[src/rtl/sts_fmt_pkg.sv]
// Shared constants and helpers for the STS-48 transmit formatter.
// Assumes a 32-bit word datapath with bytes packed MSB first.
package sts_fmt_pkg;

    localparam logic [1:0] MODE_PASS    = 2'd0;
    localparam logic [1:0] MODE_FRAMING = 2'd1;

    localparam logic [7:0] FRAMING_HI = 8'hF6;
    localparam logic [7:0] FRAMING_LO = 8'h28;

    localparam logic [6:0] SCR_SEED = 7'h7F;

    // One step of the x^7+x^6+1 generator; the output bit is s[6].
    function automatic logic [6:0] scr_step(input logic [6:0] s);
        return {s[5:0], s[6] ^ s[5]};
    endfunction

endpackage

[src/rtl/sts_fmt_pos.sv]
// Row/word position tracker.
// frame_start forces the current word to row 0, word 0.
// After the last word of the last row the tracker goes idle until the next pulse.
module sts_fmt_pos #(
    parameter int ROWS = 9,
    parameter int COLS = 1080,
    localparam int RW = $clog2(ROWS),
    localparam int CW = $clog2(COLS)
) (
    input  logic          clk,
    input  logic          rst_n,
    input  logic          frame_start,
    output logic          cur_act,
    output logic [RW-1:0] cur_row,
    output logic [CW-1:0] cur_col
);

    logic          act_q;
    logic [RW-1:0] row_q;
    logic [CW-1:0] col_q;

    // Position of the word on the input this cycle.
    always_comb begin
        cur_act = frame_start | act_q;
        cur_row = frame_start ? '0 : row_q;
        cur_col = frame_start ? '0 : col_q;
    end

    // Advance to the next word; wrap rows; stop after the last row.
    always_ff @(posedge clk) begin
        if (!rst_n) begin
            act_q <= 1'b0;
            row_q <= '0;
            col_q <= '0;
        end else if (cur_act) begin
            if (cur_col == CW'(COLS - 1)) begin
                col_q <= '0;
                if (cur_row == RW'(ROWS - 1)) begin
                    act_q <= 1'b0;
                    row_q <= '0;
                end else begin
                    act_q <= 1'b1;
                    row_q <= cur_row + RW'(1);
                end
            end else begin
                act_q <= 1'b1;
                row_q <= cur_row;
                col_q <= cur_col + CW'(1);
            end
        end
    end

    AST_FRAME_ENDS: assert property (@(posedge clk) disable iff (!rst_n)
        (act_q && !frame_start && row_q == RW'(ROWS - 1) && col_q == CW'(COLS - 1)) |=> !act_q);
    AST_RESTART_POS: assert property (@(posedge clk) disable iff (!rst_n)
        frame_start |=> (act_q && row_q == '0 && col_q == CW'(1)));

endmodule

[src/rtl/sts_fmt_ohsel.sv]
// Overhead word source selection.
// Picks between the upstream overhead word, the forced framing pattern and zero fill.
// Assumes the overhead region splits into three equal groups: high framing, low framing, trace.
module sts_fmt_ohsel #(
    parameter int W = 32,
    parameter int OH_WORDS = 36,
    parameter int CW = 11,
    localparam int BPW = W / 8,
    localparam int GRP = OH_WORDS / 3
) (
    input  logic [1:0]    mode,
    input  logic          row_is0,
    input  logic [CW-1:0] col,
    input  logic [W-1:0]  oh_in,
    output logic [W-1:0]  oh_word
);
    import sts_fmt_pkg::*;

    logic grp_hi, grp_lo;

    // Classify the overhead word into its group within the row.
    always_comb begin
        grp_hi = col < CW'(GRP);
        grp_lo = !grp_hi && (col < CW'(2 * GRP));
    end

    // Choose the overhead source from the latched mode.
    always_comb begin
        if (mode == MODE_PASS)
            oh_word = oh_in;
        else if (row_is0 && grp_hi)
            oh_word = {BPW{FRAMING_HI}};
        else if (row_is0 && grp_lo)
            oh_word = {BPW{FRAMING_LO}};
        else if (mode == MODE_FRAMING || row_is0)
            oh_word = oh_in;
        else
            oh_word = '0;
    end

endmodule

[src/rtl/sts_fmt_scr.sv]
// Frame-synchronous word scrambler keystream.
// Produces W keystream bits per word, MSB first.
// 'seed' loads the all-ones state for the current word; 'en' advances the state.
module sts_fmt_scr #(
    parameter int W = 32
) (
    input  logic         clk,
    input  logic         rst_n,
    input  logic         seed,
    input  logic         en,
    output logic [W-1:0] ks
);
    import sts_fmt_pkg::*;

    logic [6:0] st_q, nxt;

    // Unroll W generator steps starting from the seed or the held state.
    always_comb begin
        logic [6:0] s;
        s  = seed ? SCR_SEED : st_q;
        ks = '0;
        for (int i = 0; i < W; i++) begin
            ks[W-1-i] = s[6];
            s = scr_step(s);
        end
        nxt = s;
    end

    // Hold the generator state between scrambled words.
    always_ff @(posedge clk) begin
        if (!rst_n)
            st_q <= SCR_SEED;
        else if (en)
            st_q <= nxt;
    end

    AST_LFSR_LIVE: assert property (@(posedge clk) disable iff (!rst_n)
        st_q != 7'h00);

endmodule

[src/rtl/sts_tx_formatter.sv]
// STS-48 transmit frame formatter, top level.
// Interleaves 36 overhead words with 1044 payload words in each of 9 rows.
// Latches the mode and the scrambler bypass on the frame-start word.
// Scrambles everything after row 0's overhead; the output is registered once.
module sts_tx_formatter #(
    parameter int W = 32,
    parameter int ROWS = 9,
    parameter int WORDS_PER_ROW = 1080,
    parameter int OH_WORDS = 36,
    localparam int RW = $clog2(ROWS),
    localparam int CW = $clog2(WORDS_PER_ROW)
) (
    input  logic         clk,
    input  logic         rst_n,
    input  logic         frame_start,
    input  logic [1:0]   cfg_mode,
    input  logic         cfg_scr_off,
    input  logic [W-1:0] oh_in,
    input  logic [W-1:0] pl_in,
    output logic [W-1:0] tx_data,
    output logic         tx_oh,
    output logic         tx_sof,
    output logic         tx_active
);

    logic          cur_act;
    logic [RW-1:0] cur_row;
    logic [CW-1:0] cur_col;
    logic [1:0]    mode_q, mode_eff;
    logic          off_q, off_eff;
    logic          is_oh, row0_oh, seed, scr_en;
    logic [W-1:0]  oh_word, ks, word, out_word;

    sts_fmt_pos #(.ROWS(ROWS), .COLS(WORDS_PER_ROW)) u_pos (
        .clk(clk), .rst_n(rst_n), .frame_start(frame_start),
        .cur_act(cur_act), .cur_row(cur_row), .cur_col(cur_col)
    );

    // Latch the configuration on the frame-start word only.
    always_ff @(posedge clk) begin
        if (!rst_n) begin
            mode_q <= '0;
            off_q  <= 1'b0;
        end else if (frame_start) begin
            mode_q <= cfg_mode;
            off_q  <= cfg_scr_off;
        end
    end

    // The frame-start word already uses the new configuration.
    always_comb begin
        mode_eff = frame_start ? cfg_mode : mode_q;
        off_eff  = frame_start ? cfg_scr_off : off_q;
        is_oh    = cur_col < CW'(OH_WORDS);
        row0_oh  = is_oh && (cur_row == '0);
        seed     = cur_act && (cur_row == '0) && (cur_col == CW'(OH_WORDS));
        scr_en   = cur_act && !row0_oh;
    end

    sts_fmt_ohsel #(.W(W), .OH_WORDS(OH_WORDS), .CW(CW)) u_ohsel (
        .mode(mode_eff), .row_is0(cur_row == '0), .col(cur_col),
        .oh_in(oh_in), .oh_word(oh_word)
    );

    sts_fmt_scr #(.W(W)) u_scr (
        .clk(clk), .rst_n(rst_n), .seed(seed), .en(scr_en), .ks(ks)
    );

    // Merge overhead and payload, then apply the keystream when enabled.
    always_comb begin
        word     = is_oh ? oh_word : pl_in;
        out_word = (scr_en && !off_eff) ? (word ^ ks) : word;
    end

    // Output register stage.
    always_ff @(posedge clk) begin
        if (!rst_n) begin
            tx_data   <= '0;
            tx_oh     <= 1'b0;
            tx_sof    <= 1'b0;
            tx_active <= 1'b0;
        end else begin
            tx_data   <= cur_act ? out_word : '0;
            tx_oh     <= cur_act && is_oh;
            tx_sof    <= frame_start;
            tx_active <= cur_act;
        end
    end

    AST_SOF_MARK: assert property (@(posedge clk) disable iff (!rst_n)
        frame_start |=> (tx_sof && tx_oh && tx_active));
    AST_IDLE_ZERO: assert property (@(posedge clk) disable iff (!rst_n)
        !tx_active |-> (tx_data == '0 && !tx_oh && !tx_sof));
    AST_ROW0_CLEAR: assert property (@(posedge clk) disable iff (!rst_n)
        (cur_act && row0_oh) |=> (tx_data == $past(oh_word)));
    AST_BYPASS: assert property (@(posedge clk) disable iff (!rst_n)
        (cur_act && off_eff && !is_oh) |=> (tx_data == $past(pl_in)));
    AST_MODE_HOLD: assert property (@(posedge clk) disable iff (!rst_n)
        !frame_start |=> ($stable(mode_q) && $stable(off_q)));

endmodule

[config.mk]
export PLATFORM = sky130hd
export DESIGN_NAME = sts_tx_formatter
export DESIGN_NICKNAME = d
export VERILOG_FILES = /design/src/rtl/sts_fmt_pkg.sv /design/src/rtl/sts_fmt_pos.sv /design/src/rtl/sts_fmt_ohsel.sv /design/src/rtl/sts_fmt_scr.sv /design/src/rtl/sts_tx_formatter.sv
export SDC_FILE = /design/constraint.sdc
export NUM_CORES = 1
export LEC_CHECK = 0
export BUFFER_PORTS_ARGS = -buffer_cell sky130_fd_sc_hd__buf_4
export CORE_UTILIZATION = 57
export CTS_CLUSTER_DIAMETER = 60
export DETAILED_ROUTE_END_ITERATION = 16
export GPL_ROUTABILITY_DRIVEN = 0
export PLACE_DENSITY = 0.84
export SETUP_SLACK_MARGIN = 0.2
export SLEW_MARGIN = 5
export SYNTH_ARGS = -nofsm -noshare
export SYNTH_HDL_FRONTEND = slang
export SYNTH_SLANG_ARGS = --single-unit
[constraint.sdc]
create_clock -name clk -period 7.85 [get_ports clk]
set_input_delay 1.57 -clock clk [delete_from_list [all_inputs] [get_ports clk]]
set_output_delay 1.57 -clock clk [all_outputs]
set_load 0.01 [all_outputs]
# After elaboration in Yosys (flattened, before gate mapping)
# Index checks and enable logic that the tools add are counted.
# classes
mux,16
add_sub_neg,2
magnitude_cmp,3
bitwise,34
reduce_logical,16
eq_ne,4
# ops
cell,count
$mux W32,6
$xor A1 B1 Y1,32
$xor A32 B32 Y32,1
$mux W11,2
$mux W4,3
$add A11 B1 Y11 const B,1
$eq A11 B11 Y1 const B,1
$eq A11 B6 Y1 const B,1
$lt A11 B4 Y1 const B,1
$lt A11 B5 Y1 const B,1
$lt A11 B6 Y1 const B,1
$logic_and A1 B1 Y1,9
$mux W7,1
$add A4 B1 Y4 const B,1
$eq A4 B4 Y1 const B,1
$logic_not A4 Y1,1
$logic_not A1 Y1,3
$mux W1,3
$eq A2 B1 Y1 const B,1
$logic_not A2 Y1,1
$mux W2,1
$reduce_and A2 Y1,1
$logic_or A1 B1 Y1,1
$or A1 B1 Y1,1
# totals
register_bits,61
output_inout_bits,35
input_bits,70

# Logic depth before layout (Yosys ltp)
# logic_depth
word_depth,12
ltp_mapped,12
depth_no_buf,10

# Hierarchy
# From an unflattened synthesis, not the netlist that was laid out.
# unflattened
cells_unflattened,498
area_unflattened_um2,4156.5
# modules_own_cells
module,cells_each,n_inst,area_per_inst_um2
sts_tx_formatter,203,1,1956.9
sts_fmt_pos,128,1,1019.7
sts_fmt_scr,92,1,742.0
sts_fmt_ohsel,75,1,437.9

# Worst setup path after synthesis
# OpenSTA, ideal clock, no wires.
# synth_path
path_type,in2reg
from,input frame_start
to,register tx_data[6]
n_path_buf,3
slack_ns,4.105
stages,12
arrival_time_ns,3.617
path_cell_list,buf_2 inv_1 clkbuf_1 nand2_1 ha_1 nor3b_1 o21ai_1 clkbuf_1 a211oi_1 o22ai_1 xnor2_1 nor2_1
# synth_between
elab_chain_len,11
# synth_rtl
element,line_no,text
start: declaration,sts_tx_formatter.sv:15,"input logic frame_start,"
$mux W11 / $mux W4 (equally long branches),"sts_fmt_pos.sv:26, sts_fmt_pos.sv:25",
$lt A11 B4 Y1 / $logic_not A4 Y1 (equally long branches),--,
$logic_not A1 Y1 / $logic_and A1 B1 Y1 (equally long branches),"sts_fmt_ohsel.sv:24, sts_tx_formatter.sv:56",
$logic_and A1 B1 Y1 (on tied branches),"sts_fmt_ohsel.sv:24, sts_tx_formatter.sv:56",
$logic_and A1 B1 Y1 / $mux W7 (equally long branches),"sts_fmt_ohsel.sv:33, sts_fmt_scr.sv:20",
$mux W32 / $xor A1 B1 Y1 (equally long branches),"sts_fmt_ohsel.sv:33, sts_fmt_pkg.sv:15",
$mux W32 / $xor A1 B1 Y1 (equally long branches),"sts_fmt_ohsel.sv:31, sts_fmt_pkg.sv:15",
$mux W32 / $xor A1 B1 Y1 (equally long branches),"sts_fmt_ohsel.sv:29, sts_fmt_pkg.sv:15",
$mux W32 / $xor A1 B1 Y1 (equally long branches),"sts_tx_formatter.sv:71, sts_fmt_pkg.sv:15",
$xor A32 B32 Y32,sts_tx_formatter.sv:72,out_word = (scr_en && !off_eff) ? (word ^ ks) : word;
$mux W32,sts_tx_formatter.sv:72,
end signal: assignment,sts_tx_formatter.sv:83,tx_data <= cur_act ? out_word : '0;
end: declaration,sts_tx_formatter.sv:20,"output logic [W-1:0] tx_data,"
# Parallel ways exist; a longest one is shown, timed or not.
# A chain may end at the register's enable or synchronous reset.

# Final worst setup path
# layout_path
from,input frame_start
to,register tx_data[22]
# layout_between
elab_chain_len,11
# layout_rtl
element,line_no,text
$mux W11,sts_fmt_pos.sv:26,cur_col = frame_start ? '0 : col_q;
$lt A11 B4 Y1,sts_fmt_ohsel.sv:23,grp_hi = col < CW'(GRP);
$logic_not A1 Y1,sts_fmt_ohsel.sv:24,grp_lo = !grp_hi && (col < CW'(2 * GRP));
$logic_and A1 B1 Y1,sts_fmt_ohsel.sv:24,
$logic_and A1 B1 Y1,sts_fmt_ohsel.sv:33,else if (row_is0 && grp_lo)
$mux W32,sts_fmt_ohsel.sv:33,
$mux W32,sts_fmt_ohsel.sv:31,else if (row_is0 && grp_hi)
$mux W32,sts_fmt_ohsel.sv:29,if (mode == MODE_PASS)
$mux W32,sts_tx_formatter.sv:71,word = is_oh ? oh_word : pl_in;
$xor A32 B32 Y32,sts_tx_formatter.sv:72,
$mux W32,sts_tx_formatter.sv:72,
# Parallel ways exist; a longest one is shown, timed or not.

==> run summary <==
CTS
- clock tree from TritonCTS: done
- TritonCTS buffer count: 9
- # hold bufs at CTS: 0
- clock sink count: 61
- number of levels in the clock H-tree: 3
- post-cts repair resize count: 0
- post-CTS setup buffer count: 0
- clock-pin slew on the worst setup and hold paths: 0.07 ns
- maximum root-to-sink buffer count: 2
- clock insertion delay at the later pin of the skew report: 0.35 ns
- buffer cell driving the clock tree root: sky130_fd_sc_hd__clkbuf_8

Timing
- worst hold-check slack: 0.523 ns
- achievable frequency: 228 MHz
- worst slew pin tran: 1.12 ns
- shortest period the worst path allows: 4.38 ns
- normalized max-slew margin: 0.249
- worst clock skew: 0.00842 ns
- final number of hold-violating endpoints: 0
- setup repair after global routing missed its margin: false
- setup violation total in the final timing report: 0
- Final Worst Setup Slack: 3.47 ns
- number of max-slew violations in the final report: 0
- Total Neg Setup Slack: 0 ns
- share of the clock period used by the worst path: 0.558

Final layout
- n_diodes: 0
- share of the core filled with cells in the final layout: 0.727
- total area of multi-input combinational cells: 2250 µm²
- Synth-to-Final Area Change: 23.7%
- ratio of cells with drive above 1 in the final layout: 0.238
- final design instance area without fill: 4620 µm²
- commonest non-fill, non-tap cells in the layout: 107 x sky130_fd_sc_hd__buf_4, 61 x sky130_fd_sc_hd__dfxtp_1, 47 x sky130_fd_sc_hd__nor2_1
- # fillers: 496
- number of nets in the final layout: 627
- leading cell type in the layout, fill and taps excluded: sky130_fd_sc_hd__buf_4
- final non-filler cell total: 635
- Sequential cell area: 1220 µm²

Die
- Chip Height: 82.9 µm
- Placeable Area: 6350 µm²
- Std-Cell Rows: 29
- die width: 82.9 µm
- Ports: 105
- floorplan die area: 6880 µm²
- starting density of the core: 0.588

Global route
- Remaining Overflow, GRT: 0
- number of global-route vias before repair: 3391
- fraction of met1 tracks used by global routing: 0.403
- Global Route met3 Usage: 0.0517
- global-route met2 utilization: 0.450
- number of antenna violations at the first check in global routing: 0
- wire length of the first global-routing pass: 16500 µm
- largest net degree at the start of global routing: 35
- global routing's busiest layer: met2
- total track usage: 0.294

Detailed routing
- number of vias per cell: 5.85
- sum of routed wire length over all layers: 9830 µm
- First-pass DRT Iterations: 5
- DR vias: 3715
- Initial DRC Count: 398
- detailed-route wire length per cell: 15.5 µm
- post-detailed-route count of antenna-violating nets: 0
- drt drc: 0

Worst setup path
- largest fanout of any net on the critical path: 32
- Setup CP Type: input pin to register
- slowest CP cell: sky130_fd_sc_hd__a21oi_2
- critical path, cell by cell: buf_4 -> inv_1 -> nand2_1 -> ha_1 -> nor3b_1 -> o21ai_1 -> a21oi_2 -> a21oi_1 -> or3_1 -> a21oi_1
- kind of cell adding the most delay to the critical path: compound AO/OA/AOI/OAI gates
- r2r worst-path depth: 9
- total stage count of the critical path: 10
- slowest cell delay on critical path: 0.73 ns
- startpoint type of the worst setup path: input pin
- critical path required time: 8.13 ns
- most frequent CP cell: sky130_fd_sc_hd__a21oi_1
- critical path arrival: 4.65 ns
- Crit path buffers/inverters: 2
- Crit. End Element: register

Synthesis
- fraction of the yosys area taken by sequential cells: 0.327
- flip-flop and latch count after synthesis: 61
- Mapped Cells: 474
- commonest register cell after synthesis: sky130_fd_sc_hd__dfxtp_1
- share of async-settable or async-resettable flops after synthesis: 0
- mapped cell area: 3730 µm²
- count of flip-flops with a built-in enable after synthesis: 0
- post-synthesis net count: 548
- number of library cell types mapped by synthesis: 56
- average cell area after synthesis: 7.88 µm²
- YS warnings: 0

Placed design
- number of I/O port buffers: 104
- number of placed cells counting well taps: 619
- pre-CTS worst setup slack: 3.14 ns
- detailed placer's ending HPWL: 6970 µm
- cell area reported after detailed placement: 4460 µm²

Power and ir drop
- LEAKAGE: 1.94 nW
- Comb pwr share: 0.165
- PD cells: 147 nW/µm²
- share of power burned in registers: 0.487
- switching power as a share of total power: 0.269
- internal power consumption: 496 µW
- clock group share of total power: 0.348
- peak supply drop: 0.000105 V
- switching power: 182 µW
- post-layout power: 678 µW

Job
- number of max-cap violations: 0

Status
- run status: completed

Worst hold path
- classification of the worst-slack hold path: register to register
- count of cells along the worst hold path: 2

power by group through the flow:
stage               clock, mW  combinational [mW]  sequential (mW)
floorplan                   0              0.0502            0.342
global placement            0               0.108            0.337
detailed placement          0               0.111            0.337
CTS                     0.237               0.111            0.330
global route            0.252               0.122            0.332
finish                  0.236               0.112            0.330
logic make-up (layout without fill, tap and decap cells):
kind of cell,Yosys count,after routing,synth area share
buffers and inverters,62,146,0.0694
DFF,61,61,0.327
and+or+nand+nor,148,148,0.204
AOI/OAI and AO/OA,139,139,0.244
adders and majority gates,4,4,0.0134
xor gates and xnor gates,57,57,0.134
muxes,3,3,0.00838
cell type report:
type,instances,share of cell area
Timing Repair Buffer,107,0.174
Clock inverter,5,0.00596
Tap cell,77,0.0209
Multi-Input combinational cell,351,0.488
Inverter,23,0.0187
Sequential cell,61,0.264
Clock buffer,11,0.0284
cells in the mapped netlist, types with 2 or more instances:
| cell type | number | area, µm² |
|---|---|---|
| sky130_fd_sc_hd__nand2_1 | 26 | 97.6 |
| sky130_fd_sc_hd__a211o_1 | 7 | 61.3 |
| sky130_fd_sc_hd__dfxtp_1 | 61 | 1220 |
| sky130_fd_sc_hd__o21ai_0 | 35 | 175 |
| sky130_fd_sc_hd__a211oi_1 | 9 | 67.6 |
| sky130_fd_sc_hd__xnor2_1 | 39 | 342 |
| sky130_fd_sc_hd__nand3_1 | 11 | 55.1 |
| sky130_fd_sc_hd__a21oi_1 | 30 | 150 |
| sky130_fd_sc_hd__a31oi_1 | 2 | 12.5 |
| sky130_fd_sc_hd__or3_1 | 4 | 25.0 |
| sky130_fd_sc_hd__o22ai_1 | 10 | 62.6 |
| sky130_fd_sc_hd__o31ai_1 | 3 | 22.5 |
| sky130_fd_sc_hd__nor3b_1 | 2 | 15.0 |
| sky130_fd_sc_hd__mux2i_1 | 2 | 20.0 |
| sky130_fd_sc_hd__buf_2 | 18 | 90.1 |
| sky130_fd_sc_hd__nor2_1 | 47 | 176 |
| sky130_fd_sc_hd__a21boi_0 | 7 | 52.6 |
| sky130_fd_sc_hd__o311ai_1 | 2 | 17.5 |
| sky130_fd_sc_hd__o21a_1 | 3 | 22.5 |
| sky130_fd_sc_hd__inv_1 | 23 | 86.3 |
| sky130_fd_sc_hd__nor3_1 | 18 | 90.1 |
| sky130_fd_sc_hd__nand3b_1 | 3 | 22.5 |
| sky130_fd_sc_hd__o211ai_1 | 7 | 52.6 |
| sky130_fd_sc_hd__and3_1 | 2 | 12.5 |
| sky130_fd_sc_hd__and2_1 | 4 | 25.0 |
| sky130_fd_sc_hd__clkbuf_1 | 20 | 75.1 |
| sky130_fd_sc_hd__o21ai_1 | 4 | 20.0 |
| sky130_fd_sc_hd__o311ai_2 | 2 | 32.5 |
| sky130_fd_sc_hd__nor4b_1 | 2 | 17.5 |
| sky130_fd_sc_hd__xor2_1 | 18 | 158 |
| sky130_fd_sc_hd__a32oi_1 | 5 | 43.8 |
| sky130_fd_sc_hd__ha_1 | 4 | 50.1 |
| sky130_fd_sc_hd__nand4_1 | 3 | 18.8 |
| sky130_fd_sc_hd__o2111a_1 | 2 | 22.5 |
| sky130_fd_sc_hd__nor2b_1 | 16 | 100 |
| sky130_fd_sc_hd__o311ai_0 | 3 | 26.3 |
metal layers:
layer | share of wire | wire length [µm] | up-vias
met4 | 0.022 | 221 | 0
met3 | 0.069 | 674 | 19
met1 | 0.45 | 4380 | 1718
met2 | 0.46 | 4560 | 163
met5 | 0 | 0 | -
li1 | - | - | 1815
tightest hold or removal path, cell delays in order, from the launching register on:
cell	delay (ns)
sky130_fd_sc_hd__dfxtp_1	0.33
sky130_fd_sc_hd__mux2i_1	0.06
sky130_fd_sc_hd__nor2b_1	0.10
path summary, 6_finish.rpt:
path                   from          end  slack (ns)
min reg2reg       mode_q[0]    mode_q[0]        0.52
min               mode_q[0]    mode_q[0]        0.52
max             frame_start  tx_data[22]        3.47
max reg2reg  u_pos.row_q[1]   tx_data[2]        4.86
registers in the layout (all words and copies together), names as in the netlist:
register	count
tx_data	32
u_pos.col_q	11
u_scr.st_q	7
u_pos.row_q	4
mode_q	2
off_q	1
tx_active	1
tx_oh	1
tx_sof	1
u_pos.act_q	1
Note: power is estimated with default switching activity, not from simulation.
